## config.mk

```make
export PLATFORM = sky130hd
export DESIGN_NAME = dma_halt_ctl
export DESIGN_NICKNAME = d
export VERILOG_FILES = /design/src/rtl/dma_halt_ctl.sv
export SDC_FILE = /design/constraint.sdc
export NUM_CORES = 1
export LEC_CHECK = 0
export BUFFER_PORTS_ARGS = -buffer_cell sky130_fd_sc_hd__buf_2
export CAP_MARGIN = 10
export CORE_UTILIZATION = 55
export CTS_CLUSTER_SIZE = 24
export DETAILED_ROUTE_END_ITERATION = 7
export PLACE_DENSITY = 0.75
export SETUP_SLACK_MARGIN = 0.4
export SYNTH_ARGS = -nofsm -noshare
export SYNTH_HDL_FRONTEND = slang
export SYNTH_SLANG_ARGS = --single-unit
```

## constraint.sdc

```tcl
create_clock -name clk -period 4.8 [get_ports clk]
set_clock_uncertainty 0.2 [all_clocks]
set_input_delay 0.72 -clock clk [delete_from_list [all_inputs] [get_ports clk]]
set_output_delay 0.72 -clock clk [all_outputs]
set_load 0.1 [all_outputs]
```

## src/rtl/dma_halt_ctl.sv

```systemverilog
module dma_halt_ctl #(
  parameter int NCH = 4,
  parameter int AW  = 32,
  parameter int DW  = 32,
  parameter int CW  = 16,
  parameter int RAW = 8
) (
  input  logic           clk,
  input  logic           rst_n,
  input  logic           reg_wr,
  input  logic           reg_rd,
  input  logic [RAW-1:0] reg_addr,
  input  logic [31:0]    reg_wdata,
  output logic [31:0]    reg_rdata,
  input  logic [NCH-1:0] req_ext,
  input  logic [NCH-1:0] req_per,
  input  logic           abort_in,
  output logic           mem_req,
  output logic           mem_we,
  output logic [AW-1:0]  mem_addr,
  output logic [DW-1:0]  mem_wdata,
  input  logic [DW-1:0]  mem_rdata,
  input  logic           mem_ack,
  output logic           bus_owned
);
  localparam int CHW = (NCH > 1) ? $clog2(NCH) : 1;
  localparam logic [RAW-1:0] A_CTL = RAW'(0);
  localparam logic [RAW-1:0] A_STS = RAW'(4);

  typedef enum logic [1:0] {S_IDLE, S_RD, S_WR} st_t;

  st_t            state;
  logic           men_q, halt_q, armed_q;
  logic [AW-1:0]  src_q [NCH];
  logic [AW-1:0]  dst_q [NCH];
  logic [CW-1:0]  cnt_q [NCH];
  logic [1:0]     sel_q [NCH];
  logic [NCH-1:0] en_q, pend_q, end_q;
  logic [CHW-1:0] cur_q, gnt;
  logic [DW-1:0]  buf_q;

  logic [NCH-1:0] elig, acc, ch_hit;
  logic           start, done, fin_ok, ctl_wr, sts_wr, ctl_rd;

  always_comb begin
    for (int i = 0; i < NCH; i++) begin
      ch_hit[i] = reg_addr[RAW-1:4] == (RAW-4)'(i + 1);
      elig[i]   = en_q[i] & pend_q[i] & (cnt_q[i] != '0);
      acc[i]    = ~halt_q & ((sel_q[i][0] & req_ext[i]) | (sel_q[i][1] & req_per[i]));
    end
  end

  always_comb begin
    gnt = '0;
    for (int i = NCH - 1; i >= 0; i--)
      if (elig[i]) gnt = CHW'(i);
  end

  assign ctl_wr = reg_wr && reg_addr == A_CTL;
  assign ctl_rd = reg_rd && reg_addr == A_CTL;
  assign sts_wr = reg_wr && reg_addr == A_STS;
  assign start  = state == S_IDLE && men_q && !halt_q && |elig;
  assign done   = state == S_WR && mem_ack;
  assign fin_ok = men_q && !halt_q && !abort_in;

  assign mem_req   = state != S_IDLE;
  assign mem_we    = state == S_WR;
  assign mem_addr  = (state == S_WR) ? dst_q[cur_q] : src_q[cur_q];
  assign mem_wdata = buf_q;
  assign bus_owned = mem_req;

  always_comb begin
    reg_rdata = '0;
    if (reg_addr == A_CTL) begin
      reg_rdata[1:0] = {halt_q, men_q};
    end else if (reg_addr == A_STS) begin
      reg_rdata[NCH-1:0]  = end_q;
      reg_rdata[8 +: NCH] = pend_q;
    end else begin
      for (int i = 0; i < NCH; i++)
        if (ch_hit[i])
          case (reg_addr[3:0])
            4'h0: reg_rdata = 32'(src_q[i]);
            4'h4: reg_rdata = 32'(dst_q[i]);
            4'h8: reg_rdata = 32'(cnt_q[i]);
            4'hC: reg_rdata[2:0] = {sel_q[i], en_q[i]};
            default: reg_rdata = '0;
          endcase
    end
  end

  always_ff @(posedge clk) begin
    if (!rst_n) begin
      state   <= S_IDLE;
      cur_q   <= '0;
      buf_q   <= '0;
      men_q   <= 1'b0;
      halt_q  <= 1'b0;
      armed_q <= 1'b0;
    end else begin
      case (state)
        S_IDLE: if (start) begin cur_q <= gnt; state <= S_RD; end
        S_RD:   if (mem_ack) begin buf_q <= mem_rdata; state <= S_WR; end
        S_WR:   if (mem_ack) state <= S_IDLE;
        default: state <= S_IDLE;
      endcase
      if (ctl_wr) begin
        men_q   <= reg_wdata[0];
        armed_q <= 1'b0;
        if (!reg_wdata[1] && armed_q) halt_q <= 1'b0;
      end
      if (ctl_rd && halt_q) armed_q <= 1'b1;
      if (abort_in) begin
        halt_q  <= 1'b1;
        armed_q <= 1'b0;
      end
    end
  end

  always_ff @(posedge clk) begin
    if (!rst_n) begin
      en_q   <= '0;
      pend_q <= '0;
      end_q  <= '0;
      for (int i = 0; i < NCH; i++) begin
        src_q[i] <= '0;
        dst_q[i] <= '0;
        cnt_q[i] <= '0;
        sel_q[i] <= '0;
      end
    end else begin
      for (int i = 0; i < NCH; i++) begin
        logic svc, detach;
        svc    = done && cur_q == CHW'(i);
        detach = reg_wr && ch_hit[i] && reg_addr[3:0] == 4'hC && reg_wdata[2:1] == 2'b00;
        if (sts_wr && reg_wdata[i]) end_q[i] <= 1'b0;
        if (reg_wr && ch_hit[i])
          case (reg_addr[3:0])
            4'h0: src_q[i] <= AW'(reg_wdata);
            4'h4: dst_q[i] <= AW'(reg_wdata);
            4'h8: cnt_q[i] <= CW'(reg_wdata);
            4'hC: begin en_q[i] <= reg_wdata[0]; sel_q[i] <= reg_wdata[2:1]; end
            default: ;
          endcase
        pend_q[i] <= detach ? 1'b0 : ((pend_q[i] & ~svc) | acc[i]);
        if (svc) begin
          src_q[i] <= src_q[i] + AW'(4);
          dst_q[i] <= dst_q[i] + AW'(4);
          cnt_q[i] <= cnt_q[i] - CW'(1);
          if (cnt_q[i] == CW'(1) && fin_ok) begin
            end_q[i] <= 1'b1;
            en_q[i]  <= 1'b0;
          end
        end
      end
    end
  end
endmodule

```

# Word level (Yosys, flattened, before mapping)
# Memories as Yosys holds them, arrays and structs flattened. A register that Yosys moved wholly into a read port is not among the register bits.
# Cells that the tools add are included.
# totals
out_inout_bits,99
ram_bits,328
memories,4
inputBits,86
ff_bits,51
# mem_list
name,words,width,read_ports,rd_clocked_by_memory_dff,wr,line,text
dst_q,4,32,5,1,4,35,logic [AW-1:0] dst_q [NCH];
src_q,4,32,5,1,4,34,logic [AW-1:0] src_q [NCH];
cnt_q,4,16,4,0,4,36,logic [CW-1:0] cnt_q [NCH];
sel_q,4,2,4,0,4,37,logic [1:0] sel_q [NCH];
# op_classes
eq_ne,20
bitwise,66
n_addsub,12
n_reduce_logical,61
mux,159
# ops
cell,n
32-bit two-way mux,23
29-bit case mux with 4 select lines,3
"32-bit by 3-bit adder with 32-bit output, second input constant",8
16-bit two-way mux,8
1-bit two-way mux,98
29-bit case mux with 3 select lines,1
"16-bit by 1-bit == test with 1-bit output, second input constant",4
16-bit nonzero test,4
"16-bit by 1-bit subtractor with 16-bit output, second input constant",4
3-bit case mux with 4 select lines,4
1-bit bitwise OR,36
1-bit logical AND,35
2-bit two-way mux,16
30-bit two-way mux,1
1-bit AND,24
20-bit two-way mux,1
4-bit two-way mux,3
2-bit OR reduction,5
"4-bit by 2-bit == test with 1-bit output, second input constant",2
"4-bit by 3-bit == test with 1-bit output, second input constant",2
"4-bit == test, second input constant",2
"8-bit by 3-bit == test with 1-bit output, second input constant",1
8-bit logical NOT,1
2-bit nonzero test,4
13 further kinds,28

# Depth between registers and ports, before layout
# depth
depth_word,13
depth_mapped,9

# Worst setup path after synthesis
# OpenSTA, ideal clock, no wires.
# synth_path
path_kind,in2out
startpoint,input port reg_addr[2]
endpoint,output port reg_rdata[13]
n_path_buf,4
required_ps,3880
slack_ps,-183
stages,7
arrival_ps,4063
cell_sequence,buf_2 > nor2b_1 > clkbuf_1 > clkbuf_1 > clkbuf_1 > a21oi_1 > o21ai_0
# synth_between
elab_chain_cells,13
# synth_lines
element,line,text
from (decl),12,"input logic [RAW-1:0] reg_addr,"
"4-bit == test, or another cell as far along",82,case (reg_addr[3:0])
29-bit case mux with 3 select lines,82,
32-bit two-way mux,81,if (ch_hit[i])
29-bit case mux with 4 select lines,82,
32-bit two-way mux,81,
32-bit two-way mux,76,end else if (reg_addr == A_STS) begin
32-bit two-way mux,74,if (reg_addr == A_CTL) begin
29-bit case mux with 4 select lines,82,
32-bit two-way mux,81,
29-bit case mux with 4 select lines,82,
32-bit two-way mux,81,
20-bit two-way mux,76,
30-bit two-way mux (*),74,
to (decl),14,"output logic [31:0] reg_rdata,"
# Every way passes the cells marked *; elsewhere a longest branch is shown, timed or not. The select of a mux whose other input is x is not followed.

# Final worst setup path
# layout_path
startpoint,input port reg_addr[2]
endpoint,output port reg_rdata[10]
# layout_between
elab_chain_cells,13
# layout_lines
element,line
"4-bit == test, or another cell as far along",82
29-bit case mux with 3 select lines,82
32-bit two-way mux,81
29-bit case mux with 4 select lines,82
32-bit two-way mux,81
32-bit two-way mux,76
32-bit two-way mux,74
29-bit case mux with 4 select lines,82
32-bit two-way mux,81
29-bit case mux with 4 select lines,82
32-bit two-way mux,81
4-bit two-way mux,76
30-bit two-way mux (*),74
# Marked as above.

==> impl_metrics.ini <==
[grt]
grt_pass1_vias = 22253
antenna_found_initial = 7
grt_max_degree = 72
track_usage_pct = 43.0
grt-ovfl-total = 0
grt_pass1_wl_um = 149000

[synthesis]
synth_top_cell_area_share_pct = 38.2
synth_seq_cells = 381
avgSynthCellArea_um2 = 9.52
yosys_warnings = 0
syn-num-nets = 2811
yosys.cell_types.count = 73
synth_edf_count = 328
ys_async_sr_fraction_pct = 0
synth_top_cell_by_area = edfxtp_1
synthesis.area_mm2 = 0.0258
synthTopCellsByArea = edfxtp_1 38%, nand2_1 6.8%, mux4_2 6.1%
synthFlopType = edfxtp_1
yosysSeqAreaShare_pct = 42.3
synthCells = 2709

[final_layout]
nets = 2883
layout-area-overhead-vs-synth_pct = 13.2
fillers = 3647
drive_gt1_share_pct = 16.7
final_area_mm2 = 0.0292

[die]
rows = 78
die_w_um = 219
ioPinCount = 185
die_h_um = 219
initial_core_util_pct = 56.4
die_area_mm2 = 0.0478
coreArea_mm2 = 0.0458

[min_path]
worstHoldEndpoint = armed_q
whs_path_depth = 2
min_from = abort_in
hold_path.class = input pin to flop

[critical_path]
cpMaxStageDelayCell = buf_2
r2r_slack_ns = 1.65
path_delay_family = buffers and inverters
critical_path_required_ns = 3.88
critPathKind = input pin to output pin
r2r-end = state[0]
end_kind = output pin
crit_buf_inv = 5
critPathLaunchType = input pin
reg2reg_from = cnt_q[1][5]
path_cells = buf_2, buf_4, inv_1, buf_4, a22oi_1, o22ai_1, a21oi_1, o211ai_1, buf_12
reg2reg_depth = 5
crit_path_max_incr_delay_ns = 0.38
worst_path_most_repeated_cell = buf_4
critPathArrivalTime_ns = 3.15
cp_max_fo = 19

[run]
maxCapViolations = 0

[power_and_ir_drop]
ir_worst_vdd_mv = 0.298
powerDensity_mw_per_mm2 = 285
p_leak_nw = 9.93

[timing]
relSlewSlack_pct = 20.0
worst_pin_slew_ns = 1.20
hold-worst-slack_ns = 0.123
max_freq_mhz = 245
hold_viol = 0
slew_viol_final = 0
tns_ns = 0
finalSetupViolCount = 0
finalCriticalPeriod_ns = 4.07
rsz0062_at_grt = false
min_period_over_period_pct = 84.9

[status]
run_status = finished clean

[clocking]
htree_levels = 2
cts_tree = done
post-cts-setup-buffers = 0
clockBufferDepth = 3
root_buffer = clkbuf_16
clk_pin_slew_ns = 0.06
ctsHoldBuffers = 0
clock_sinks = 381
clk_latency_ns = 0.60
cts_resized = 0
cts_buffers = 43

[drt]
ant_nets = 0
dr_total_vias = 24125
wl_per_cell_um = 30.5
routed_wl_um = 104000
first_iter_violations = 4063
dr.pass1.iters = 7
drc = 0
viasPerCell = 7.06

[placed_design]
gp_congestion = 1.06
port_buffers = 184
dpl.hpwl_um = 77400
place_area_mm2 = 0.0277
## worst max path at each step
stage | end | cells past startpoint | startpoint | slack [ns]
floorplan | dst_q[0][0] | 5 | reg_addr[1] | 0.30
global placement | reg_rdata[0] | 8 | reg_addr[2] | 0.86
global route | reg_rdata[10] | 9 | reg_addr[2] | 0.68
detailed placement | reg_rdata[10] | 9 | reg_addr[2] | 0.87
finish | reg_rdata[10] | 9 | reg_addr[2] | 0.73
CTS | reg_rdata[10] | 9 | reg_addr[2] | 0.85
## synth_stat cells (all sizes together), types with 5 or more instances
master,n
a211oi,5
a21oi,78
a221oi,5
a22o,113
a22oi,79
and2,22
and3,35
and4,26
buf,45
clkbuf,168
dfxtp,53
edfxtp,328
ha,16
inv,40
mux2,27
mux2i,40
mux4,71
nand2,468
nand2b,14
nand3,119
nand3b,5
nand4,63
nor2,101
nor2b,6
nor3,77
nor4,44
nor4b,9
o211ai,11
o21ai,216
o22ai,45
o2bb2ai,8
o31ai,5
or2,23
or3,16
or4,18
xnor2,126
xor2,141
## placed cells by master, fill, tap and decap left out, drive strengths merged, types with 44 or more instances in the layout
cell type	synthesis	final
a22oi	79	79
nand4	63	63
buf	45	241
xnor2	126	126
o21ai	216	216
dfxtp	53	53
a21oi	78	78
clkbuf	168	54
nor2	101	101
mux4	71	71
nor3	77	77
edfxtp	328	328
nor4	44	44
nand2	468	468
a22o	113	113
nand3	119	119
xor2	141	141
o22ai	45	45
## logic make-up after synthesis
group / after synthesis / share of synthesized area (%)
buffers and inverters: 254 / 4.01
muxes: 138 / 8.94
and+or+nand+nor: 1059 / 20.0
DFF: 381 / 42.3
adders and majority gates: 16 / 0.776
xor gates and xnor gates: 267 / 9.07
AOI/OAI and AO/OA: 594 / 14.9
## final cells by class
type / count / area (um2) / share of cell area, %
inverters: 40 / 150 / 0.514
diodes: 2 / 5.00 / 0.0171
multi-input cells: 2074 / 14000 / 48.0
repair buffers: 241 / 1880 / 6.43
flip-flops and latches: 381 / 10900 / 37.4
clock inverters: 25 / 285 / 0.977
clock buffers: 54 / 1200 / 4.11
well taps: 600 / 751 / 2.57
## state kept, by name (all words and copies together), names as in the netlist, 2 cells and up, named ones only
register   count
en_q           4
end_q          4
cur_q          2
cnt_q         64
sel_q          8
src_q        128
state          2
mem_wdata     32
pend_q         4
dst_q        128
## layer usage
layer | share of wire (%) | GRT usage (%) | wire, um
met5 | 0 | 0 | 0
met1 | 39 | 63.3 | 40700
met3 | 18 | 16.5 | 18600
met4 | 3.1 | 12.7 | 3240
met2 | 40 | 57.5 | 41600
## where the power goes
part           switching (mW)  internal [mW]
sequential              0.312           3.72
clock                    1.45           2.05
combinational           0.515          0.254
## worst reg2reg max path, delay by kind of cell (launching register included)
kind | cells | cell delay [ns]
flip-flops | 1 | 0.53
AND/OR/NAND/NOR | 3 | 1.68
AO/OA/AOI/OAI | 2 | 0.62
## metrics by stage
stage | utilization (%) | instances | worst slack [ns] | power, mW
finish | 63.8 | 3417 | 0.726 | 8.31
detailed placement | 60.5 | 3335 | 0.867 | 4.81
global route | 63.8 | 3415 | 0.677 | 8.44
CTS | 63.7 | 3414 | 0.855 | 8.23
global placement | 60.5 | 3335 | 0.860 | 4.79
floorplan | - | 2709 | 0.297 | 4.42
(Power assumes the default switching activity.)
